## src/rtl/mspkt_pkg.sv

```systemverilog
package mspkt_pkg;

    typedef enum logic [2:0] {
        ST_IDLE,
        ST_HEAD,
        ST_XMOV,
        ST_YMOV,
        ST_PAD0,
        ST_PAD1
    } pkt_state_t;

    localparam int BYTE_W   = 8;
    localparam int BTN_N    = 3;
    localparam int PKT_LEN  = 5;
    localparam logic [BYTE_W-1:0] HDR_BASE = 8'h87;

endpackage

```

## src/rtl/mspkt_sat.sv

```systemverilog
module mspkt_sat #(
    parameter int DELTA_W = 16,
    parameter int SAT_MAX = 127,
    parameter bit NEGATE  = 1'b0
) (
    input  logic [DELTA_W-1:0]          delta,
    output logic [mspkt_pkg::BYTE_W-1:0] byte_o
);
    localparam int EW = DELTA_W + 1;
    localparam logic signed [EW-1:0] HI = EW'(SAT_MAX);
    localparam logic signed [EW-1:0] LO = -HI;

    logic signed [EW-1:0] ext;
    logic signed [EW-1:0] val;
    logic signed [EW-1:0] clamped;

    always_comb begin
        ext = {delta[DELTA_W-1], delta};
        val = NEGATE ? -ext : ext;
        if (val > HI) begin
            clamped = HI;
        end else if (val < LO) begin
            clamped = LO;
        end else begin
            clamped = val;
        end
        byte_o = clamped[mspkt_pkg::BYTE_W-1:0];
    end
endmodule

```

## src/rtl/mspkt_seq.sv

```systemverilog
module mspkt_seq
    import mspkt_pkg::*;
(
    input  logic              clk,
    input  logic              rst_n,
    input  logic              ev_stb,
    input  logic [BYTE_W-1:0] hdr_in,
    input  logic [BYTE_W-1:0] xb_in,
    input  logic [BYTE_W-1:0] yb_in,
    output logic              busy,
    output logic              push,
    output logic [BYTE_W-1:0] push_data
);
    pkt_state_t state, state_nx;
    logic [BYTE_W-1:0] hdr_q, xb_q, yb_q;
    logic capture;

    assign capture = (state == ST_IDLE) && ev_stb;

    always_comb begin
        state_nx = state;
        unique case (state)
            ST_IDLE: if (ev_stb) state_nx = ST_HEAD;
            ST_HEAD: state_nx = ST_XMOV;
            ST_XMOV: state_nx = ST_YMOV;
            ST_YMOV: state_nx = ST_PAD0;
            ST_PAD0: state_nx = ST_PAD1;
            ST_PAD1: state_nx = ST_IDLE;
            default: state_nx = ST_IDLE;
        endcase
    end

    always_ff @(posedge clk) begin
        if (!rst_n) begin
            state <= ST_IDLE;
        end else begin
            state <= state_nx;
        end
    end

    always_ff @(posedge clk) begin
        if (!rst_n) begin
            hdr_q <= '0;
            xb_q  <= '0;
            yb_q  <= '0;
        end else if (capture) begin
            hdr_q <= hdr_in;
            xb_q  <= xb_in;
            yb_q  <= yb_in;
        end
    end

    always_comb begin
        push      = 1'b0;
        push_data = '0;
        busy      = 1'b1;
        unique case (state)
            ST_IDLE: busy = 1'b0;
            ST_HEAD: begin push = 1'b1; push_data = hdr_q; end
            ST_XMOV: begin push = 1'b1; push_data = xb_q;  end
            ST_YMOV: begin push = 1'b1; push_data = yb_q;  end
            ST_PAD0: begin push = 1'b1; push_data = '0;    end
            ST_PAD1: begin push = 1'b1; push_data = '0;    end
            default: busy = 1'b0;
        endcase
    end
endmodule

```

## src/rtl/mspkt_fifo.sv

```systemverilog
module mspkt_fifo #(
    parameter int DEPTH = 8,
    parameter int W     = 8,
    localparam int AW   = (DEPTH > 1) ? $clog2(DEPTH) : 1,
    localparam int CW   = $clog2(DEPTH) + 1
) (
    input  logic          clk,
    input  logic          rst_n,
    input  logic          push,
    input  logic [W-1:0]  push_data,
    input  logic          pop,
    output logic [W-1:0]  rd_data,
    output logic [CW-1:0] count,
    output logic          not_empty
);
    localparam logic [CW-1:0] FULL_CNT = CW'(DEPTH);
    localparam logic [AW-1:0] LAST     = AW'(DEPTH - 1);

    logic [W-1:0]  mem [DEPTH];
    logic [AW-1:0] wptr, rptr;
    logic          accept, take;

    assign accept    = push && (count < FULL_CNT);
    assign take      = pop && (count != '0);
    assign not_empty = (count != '0);
    assign rd_data   = not_empty ? mem[rptr] : '0;

    always_ff @(posedge clk) begin
        if (accept) begin
            mem[wptr] <= push_data;
        end
    end

    always_ff @(posedge clk) begin
        if (!rst_n) begin
            wptr  <= '0;
            rptr  <= '0;
            count <= '0;
        end else begin
            if (accept) begin
                wptr <= (wptr == LAST) ? '0 : wptr + 1'b1;
            end
            if (take) begin
                rptr <= (rptr == LAST) ? '0 : rptr + 1'b1;
            end
            unique case ({accept, take})
                2'b10:   count <= count + 1'b1;
                2'b01:   count <= count - 1'b1;
                default: count <= count;
            endcase
        end
    end
endmodule

```

## src/rtl/mspkt_top.sv

```systemverilog
module mspkt_top
    import mspkt_pkg::*;
#(
    parameter int DEPTH    = 8,
    parameter int DELTA_W  = 16,
    parameter int SAT_MAX  = 127,
    localparam int CNT_W   = $clog2(DEPTH) + 1
) (
    input  logic               clk,
    input  logic               rst_n,
    input  logic               ev_stb,
    input  logic [DELTA_W-1:0] ev_dx,
    input  logic [DELTA_W-1:0] ev_dy,
    input  logic               btn_l,
    input  logic               btn_m,
    input  logic               btn_r,
    output logic               busy,
    input  logic               rd_en,
    output logic [BYTE_W-1:0]  rd_data,
    output logic [CNT_W-1:0]   q_count,
    output logic               q_not_empty
);
    logic [BTN_N-1:0]  btns;
    logic [BYTE_W-1:0] hdr_b, x_b, y_b, push_data;
    logic              push;

    assign btns  = {btn_l, btn_m, btn_r};
    assign hdr_b = HDR_BASE & ~{{(BYTE_W-BTN_N){1'b0}}, btns};

    mspkt_sat #(.DELTA_W(DELTA_W), .SAT_MAX(SAT_MAX), .NEGATE(1'b0)) u_sat_x (
        .delta  (ev_dx),
        .byte_o (x_b)
    );

    mspkt_sat #(.DELTA_W(DELTA_W), .SAT_MAX(SAT_MAX), .NEGATE(1'b1)) u_sat_y (
        .delta  (ev_dy),
        .byte_o (y_b)
    );

    mspkt_seq u_seq (
        .clk       (clk),
        .rst_n     (rst_n),
        .ev_stb    (ev_stb),
        .hdr_in    (hdr_b),
        .xb_in     (x_b),
        .yb_in     (y_b),
        .busy      (busy),
        .push      (push),
        .push_data (push_data)
    );

    mspkt_fifo #(.DEPTH(DEPTH), .W(BYTE_W)) u_fifo (
        .clk       (clk),
        .rst_n     (rst_n),
        .push      (push),
        .push_data (push_data),
        .pop       (rd_en),
        .rd_data   (rd_data),
        .count     (q_count),
        .not_empty (q_not_empty)
    );
endmodule

```

## config.mk

```make
export PLATFORM = sky130hd
export DESIGN_NAME = mspkt_top
export DESIGN_NICKNAME = d
export VERILOG_FILES = /design/src/rtl/mspkt_pkg.sv /design/src/rtl/mspkt_sat.sv /design/src/rtl/mspkt_seq.sv /design/src/rtl/mspkt_fifo.sv /design/src/rtl/mspkt_top.sv
export SDC_FILE = /design/constraint.sdc
export NUM_CORES = 1
export LEC_CHECK = 0
export BUFFER_PORTS_ARGS = -buffer_cell sky130_fd_sc_hd__buf_2
export CORE_MARGIN = 8
export CORE_UTILIZATION = 35
export DETAILED_ROUTE_END_ITERATION = 12
export GPL_TIMING_DRIVEN = 0
export HOLD_SLACK_MARGIN = 0.05
export PLACE_DENSITY = 0.57
export SETUP_SLACK_MARGIN = 0.02
export SLEW_MARGIN = 20
export SYNTH_ARGS = -nofsm -noshare
export SYNTH_HDL_FRONTEND = slang
export SYNTH_SLANG_ARGS = --single-unit
```

## constraint.sdc

```tcl
create_clock -name clk -period 6.5 [get_ports clk]
set_clock_uncertainty 0.1 [all_clocks]
set_input_delay 0.65 -clock clk [delete_from_list [all_inputs] [get_ports clk]]
set_output_delay 0.65 -clock clk [all_outputs]
set_load 0.01 [all_outputs]
```

======== After elaboration in Yosys (flattened, before gate mapping) ========
Memory sizes are Yosys's and may differ from the RTL's. A register that Yosys moved wholly into a read port is not among the register bits.
Cells that the tools add are included.
storage, ports and cells
  register bits after elaboration ......... 33
  memory bits (writable) .................. 64
  input bits .............................. 39
  output and inout port bits .............. 14
  word-level logic and storage cells ...... 52
  memories kept ........................... 1
memory list
  memory      depth  bits a word  rd ports  clocked after memory_dff  wr ports  RTL line          text
  u_fifo.mem  8      8            1         1                         1         mspkt_fifo.sv:19  logic [W-1:0] mem [DEPTH];
operators by class
  add/sub/neg operators ................... 5
  magnitude comparators ................... 5
  equal/unequal tests ..................... 10
  multiplexer cells ....................... 16
  bitwise logic cells ..................... 1
  reductions and logical operators ........ 7
operator list
  cell                   count
  $mux W8                5
  $pmux W8 S3            1
  $gt A17 B8 Y1 const B  1
  $lt A17 B8 Y1 const B  1
  $neg A16 Y17           1
  $gt A16 B8 Y1 const B  1
  $lt A16 B8 Y1 const B  1
  $mux W3                5
  $pmux W3 S5            1
  $eq A3 B3 Y1 const B   4
  $not A3 Y8             1
  $pmux W4 S2            1
  $add A3 B1 Y3 const B  2
  $eq A3 B2 Y1 const B   2
  $reduce_or A5 Y1       1
  $add A4 B1 Y4 const B  1
  $lt A4 B4 Y1 const B   1
  $reduce_bool A4 Y1     1
  $sub A4 B1 Y4 const B  1
  $eq A3 B1 Y1 const B   1
  $logic_and A1 B1 Y1    3
  $logic_not A3 Y1       1
  $mux W1                3
  $eq A2 B1 Y1 const B   1
  3 further kinds        3

======== Logic depth before layout (Yosys ltp) ========
  depth in word-level cells ............... 6
  mapped depth ............................ 11
  depth with buffers taken out ............ 11

======== By module ========
Synthesis repeated with hierarchy kept, for this count alone.
unflattened totals
  cells, all modules ...................... 439
  area, all modules ....................... 5,303.8 um2
modules (own cells, without submodules)
  module                instances  cells each  area each (um2)  sequential area each (um2)
  mspkt_fifo            1          182         3,184.3          2,182.1
  mspkt_seq             1          150         1,357.6          540.5
  mspkt_sat at u_sat_y  1          85          623.1            0.0
  mspkt_sat at u_sat_x  1          17          120.1            0.0
  mspkt_top             1          5           18.8             0.0

======== Worst setup path after synthesis ========
OpenSTA, ideal clock, no wires.
  kind .................................... reg-to-reg
  start point ............................. reg u_fifo.count[0]
  end point ............................... reg u_fifo.count[3]
  library setup time ...................... 0.070 ns
  data arrival time ....................... 2.964 ns
  data required time ...................... 6.330 ns
  path slack .............................. 3.365 ns
  cell stages (with the launch flop) ...... 12
  path buffers ............................ 0
  period minus slack after synthesis ...... 3.135 ns
  cell sequence ........................... dfxtp_1 > nor4_1 > inv_1 > nand2_1 > inv_1 > ha_1 > ha_1 > a21o_1 > a21oi_1 > xnor2_1 > or3_1 > a21oi_1
between the ends
  word-level cells in the longest chain between the ends .. 4
  elaborated cells on any way between the ends .. 10
  those cells by class .................... add/sub (2); order compare (1); eq/ne (2); mux (1); reduce/logical (4)
ends and longest elaborated chain
  item                                                      RTL line          text
  start: declaration                                        mspkt_fifo.sv:13  output logic [CW-1:0] count,
  start signal: assignment                                  mspkt_fifo.sv:47  2'b10: count <= count + 1'b1;
  start signal: assignment                                  mspkt_fifo.sv:48  2'b01: count <= count - 1'b1;
  start signal: assignment                                  mspkt_fifo.sv:49  default: count <= count;
  $reduce_bool A4 Y1 *                                      -
  named net q_not_empty                                     mspkt_top.sv:21   output logic q_not_empty
  $logic_and A1 B1 Y1 *                                     mspkt_fifo.sv:24  assign take = pop && (count != '0);
  named net u_fifo.take                                     mspkt_fifo.sv:21  logic accept, take;
  $eq A2 B1 Y1 / $eq A2 B2 Y1 (equally long branches)       mspkt_fifo.sv:46  unique case ({accept, take})
  $pmux W4 S2 / $reduce_bool A2 Y1 (equally long branches)  -
The timed path passes the listed nets; every way through them passes the cells marked *.
A chain may end at the register's enable or synchronous reset.

==> summary by stage <==
Logic synthesis
In this run, synthesis inferred 64 flip-flops with an integrated enable. The synthesized design spends more area on one cell type than any other, namely edfxtp_1. In the synthesized netlist the async set-or-reset flop fraction comes to 0%. In the synthesized netlist the dominant register cell turns out to be edfxtp_1. In this run the cell area of the synthesized design comes to 0.00470 sq mm. Counting flops and latches in the post-synthesis netlist gives 100.

The Yosys step of the flow raised 0 warnings. Averaged over all synthesized cells, the footprint is 12.2 sq um. Synthesis handed over a netlist of 386 instances. In the post-synthesis netlist, the biggest area contributors are edfxtp_1, dfxtp_1, mux4_2, mux2i_1, nor2_1.

Synthesis instantiated 55 different standard cells from the library. The proportion of synthesized chip area in sequential cells is 56.2%. The total nets after synthesis is 435.

The share of synthesized area in the top cell type comes to 40.9%.

Clocking
The post-CTS setup buffer count is 0. Buffers inserted to repair hold after CTS numbered 0. The clock reaches the later pin of the worst-skew pair after 0.34 ns. Buffers inserted during clock tree synthesis total 9.

The H-tree level count is 3. For this design, the sink count on the clock tree is 100. Gates resized during post-CTS repair numbered 0.

In this run the clock root is driven by a clkbuf_16. The TritonCTS clock tree is yes. The buffer depth of the longest clock path is 2. Clock-pin slew was measured on the worst setup and hold paths at 0.07 ns.

Setup path
STA classifies the critical path endpoint as a primary output. The maximum fanout along the worst path is 10. The setup path with the least slack is of type reg2out. The kind of cell with the highest combined delay along the critical path is buffers and inverters. The count of buffering cells on the critical path with inverters included is 3. The worst setup path is launched from a register. The setup slack on the worst flop-to-flop path is 3.52 ns. Walking the worst path, the cells encountered are clkbuf_1 -> buf_1 -> mux4_2 -> mux2i_1 -> nor2_1 -> buf_2.

The slowest stage of the critical path belongs to the cell buf_1. The arrival time of the worst setup path is 2.87 ns. For this run, the slowest stage of the critical path takes 0.72 ns. The critical path required time is 5.75 ns.

Finish
The number of nets in the final layout is 501. The count of inserted antenna diode cells is 0. The number of fill cells is 1269.

Of the cells placed in the final design, the portion with a size suffix greater than 1 is 23.4%. From synthesis to final layout, the design area changed by 17.5%. Cells fill 41.9% of the core in the end.

Timing
The clock period minus final worst setup slack is 3.62 ns. Setup slack on the critical path of the routed design comes to 2.88 ns. After routing, the total negative slack on setup checks comes to 0 ns. The worst pin sits at a relative slew slack of 38.8%.

The worst hold slack is 0.358 ns. The count of final hold-check violations is 0. Static timing analysis puts the maximum clock frequency at 0.276 GHz.

The final setup violation count is 0. Setup repair after global routing left no endpoint under its margin. For the pin with the worst max-slew slack, the measured transition is 0.914 ns. The post-route clock period utilization is 55.8%. The total count of max-transition violations in the final report came to 0.

GRT
The via count of the first global-routing pass is 3362. The overall global routing resource usage is 12.3%. Entering global routing, the biggest net connects 17 pins.

The number of antenna violations at the first check in global routing is 0. The residual overflow from global routing is 0. The first global-routing pass estimated 17100 um of wire.

Hold path
The min-delay analysis places its worst path in the category reg2reg.

Floorplan
The total area inside the core boundary comes to 0.0132 sq mm. The floorplan has 42 rows. The full die area is 0.0174 sq mm. The initial utilization of the core area, before any placement, comes to 35.6%. The width of the die is 132 um. In this run the count of I/O pins placed on the die edge is 53. The chip height is 132 um.

Power
The combinational fraction of design power is 28.2%. Of the total power, the share spent switching nets is 30.6%. For this design the static power due to leakage is 2.01 nW. The internal power summed over all cells is 1.24 mW. The clock network fraction of total power is 28.5%.

Sequential cells burn 43.2% of the power. In this run the power spent charging and discharging nets is 548 uW. The maximum vdd ir drop is 0.000105 V. The total power is 1.79 mW. The power density relative to cell area is 324 mW/mm^2.

Detailed routing
The violation count after the first detailed-routing iteration is 141. Before antenna repair, the detailed router went through 4 iterations. The via count is 3215. Summed over all layers, the routed wires come to 10400 um. Dividing the detail-routed wire length by the instance count gives 16.5 um. The number of remaining DRC errors is 0. Dividing the detail-routed via count by the number of cells gives 5.08. The count of nets left with antenna violations once routing finished came out at 0.

Placement
The count of input and output buffers is 50. The wire-length estimate of the detail-placed layout is 7700 um. The global placement routability congestion is 0.742. Prior to clock tree synthesis, the placed netlist has a worst setup slack of 3.08 ns.

Status
The run finished with clean final reports.

Run
The max-capacitance violation count is 0.
final cells by class:
| cell class | count | area [sq um] | area share [%] |
|---|---|---|---|
| Buffer | 18 | 87.6 | 1.59 |
| Clock buffer | 13 | 262 | 4.73 |
| Clock inverter | 3 | 21.3 | 0.385 |
| Inverter | 9 | 33.8 | 0.612 |
| Multi-Input combinational cell | 259 | 1970 | 35.7 |
| Sequential cell | 100 | 2640 | 47.8 |
| Tap cell | 176 | 220 | 3.99 |
| Timing Repair Buffer | 55 | 285 | 5.17 |
final timing paths:
kind	startpoint	depth (start not counted)	endpoint
hold reg to reg	u_seq.xb_q[3]$_SDFFE_PN0P_	2	u_seq.xb_q[3]$_SDFFE_PN0P_
hold / removal	u_seq.xb_q[3]$_SDFFE_PN0P_	2	u_seq.xb_q[3]$_SDFFE_PN0P_
setup / recovery	register	6	rd_data[7]
setup reg to reg	u_seq.state[0]$_SDFFE_PN0P_	11	u_fifo.count[3]$_SDFFE_PN0P_
power by group through the flow:
stage | Combinational (mW) | Clock [mW] | Sequential, mW
after CTS | 0.521 | 0.523 | 0.774
after global routing | 0.568 | 0.547 | 0.780
after detailed placement | 0.520 | 0 | 0.787
after global placement | 0.494 | 0 | 0.783
final | 0.505 | 0.510 | 0.773
after floorplan | 0.339 | 0 | 0.780
cell families after synthesis:
group           after synthesis  share of synthesized area (%)
simple gates                130                           14.8
flops                       100                           56.2
compound gates               71                           9.29
mux                          36                           12.0
buf+inv                      27                           2.58
xor+xnor                     12                           2.24
fa+ha+maj                    10                           2.82
cell usage in the layout (no fill, tap or decap), drive strengths merged, types with 6 or more instances in the layout:
master / instances
edfxtp: 64
buf: 63
nor2: 42
dfxtp: 36
a21oi: 28
clkbuf: 23
nand2: 19
mux2i: 16
mux4: 16
nor3: 15
o21ai: 14
nor4: 13
inv: 10
ha: 9
o211ai: 8
xor2: 7
a211oi: 6
layer usage:
layer | global-route usage [%] | routed length, um
met1 | 15.6 | 4940
met2 | 20.0 | 4970
met3 | 2.36 | 316
met4 | 5.74 | 186
met5 | 0 | 0
through the flow:
| step | area [sq um] | cells |
|---|---|---|
| after floorplan | 4700 | 386 |
| after global placement | 5170 | 612 |
| after detailed placement | 5240 | 617 |
| after CTS | 5520 | 633 |
| after global routing | 5520 | 633 |
| final | 5520 | 633 |
worst min-delay path, delay by kind of cell (launching register included):
kind / cells / cell delay, ns
flip-flops: 1 / 0.31
AND/OR/NAND/NOR: 1 / 0.05
AO/OA/AOI/OAI: 1 / 0.05
Yosys cell counts, drive strengths merged, types with 2 or more instances:
master	number
o31ai	3
a211oi	6
or3	4
nor2b	2
nor4	13
edfxtp	64
nor3	15
nand2b	5
ha	9
or4	2
o211ai	8
o21ai	14
nand3	4
mux4	16
nor2	42
inv	9
nand3b	4
nand2	19
clkbuf	10
a21o	3
a21oi	28
or2	3
xor2	7
mux2	4
dfxtp	36
nor3b	3
and3	2
nand4	4
buf	8
a22oi	4
or3b	2
mux2i	16
xnor2	5
flip-flops by register name, indices dropped and copies added, names as in the netlist, named ones only:
| signal | cells |
|---|---|
| u_fifo.count | 4 |
| u_fifo.mem | 64 |
| u_seq.yb_q | 8 |
| u_seq.hdr_q | 4 |
| u_seq.xb_q | 8 |
| u_seq.state | 3 |
| u_fifo.rptr | 3 |
| u_fifo.wptr | 3 |
(Power assumes the default switching activity.)
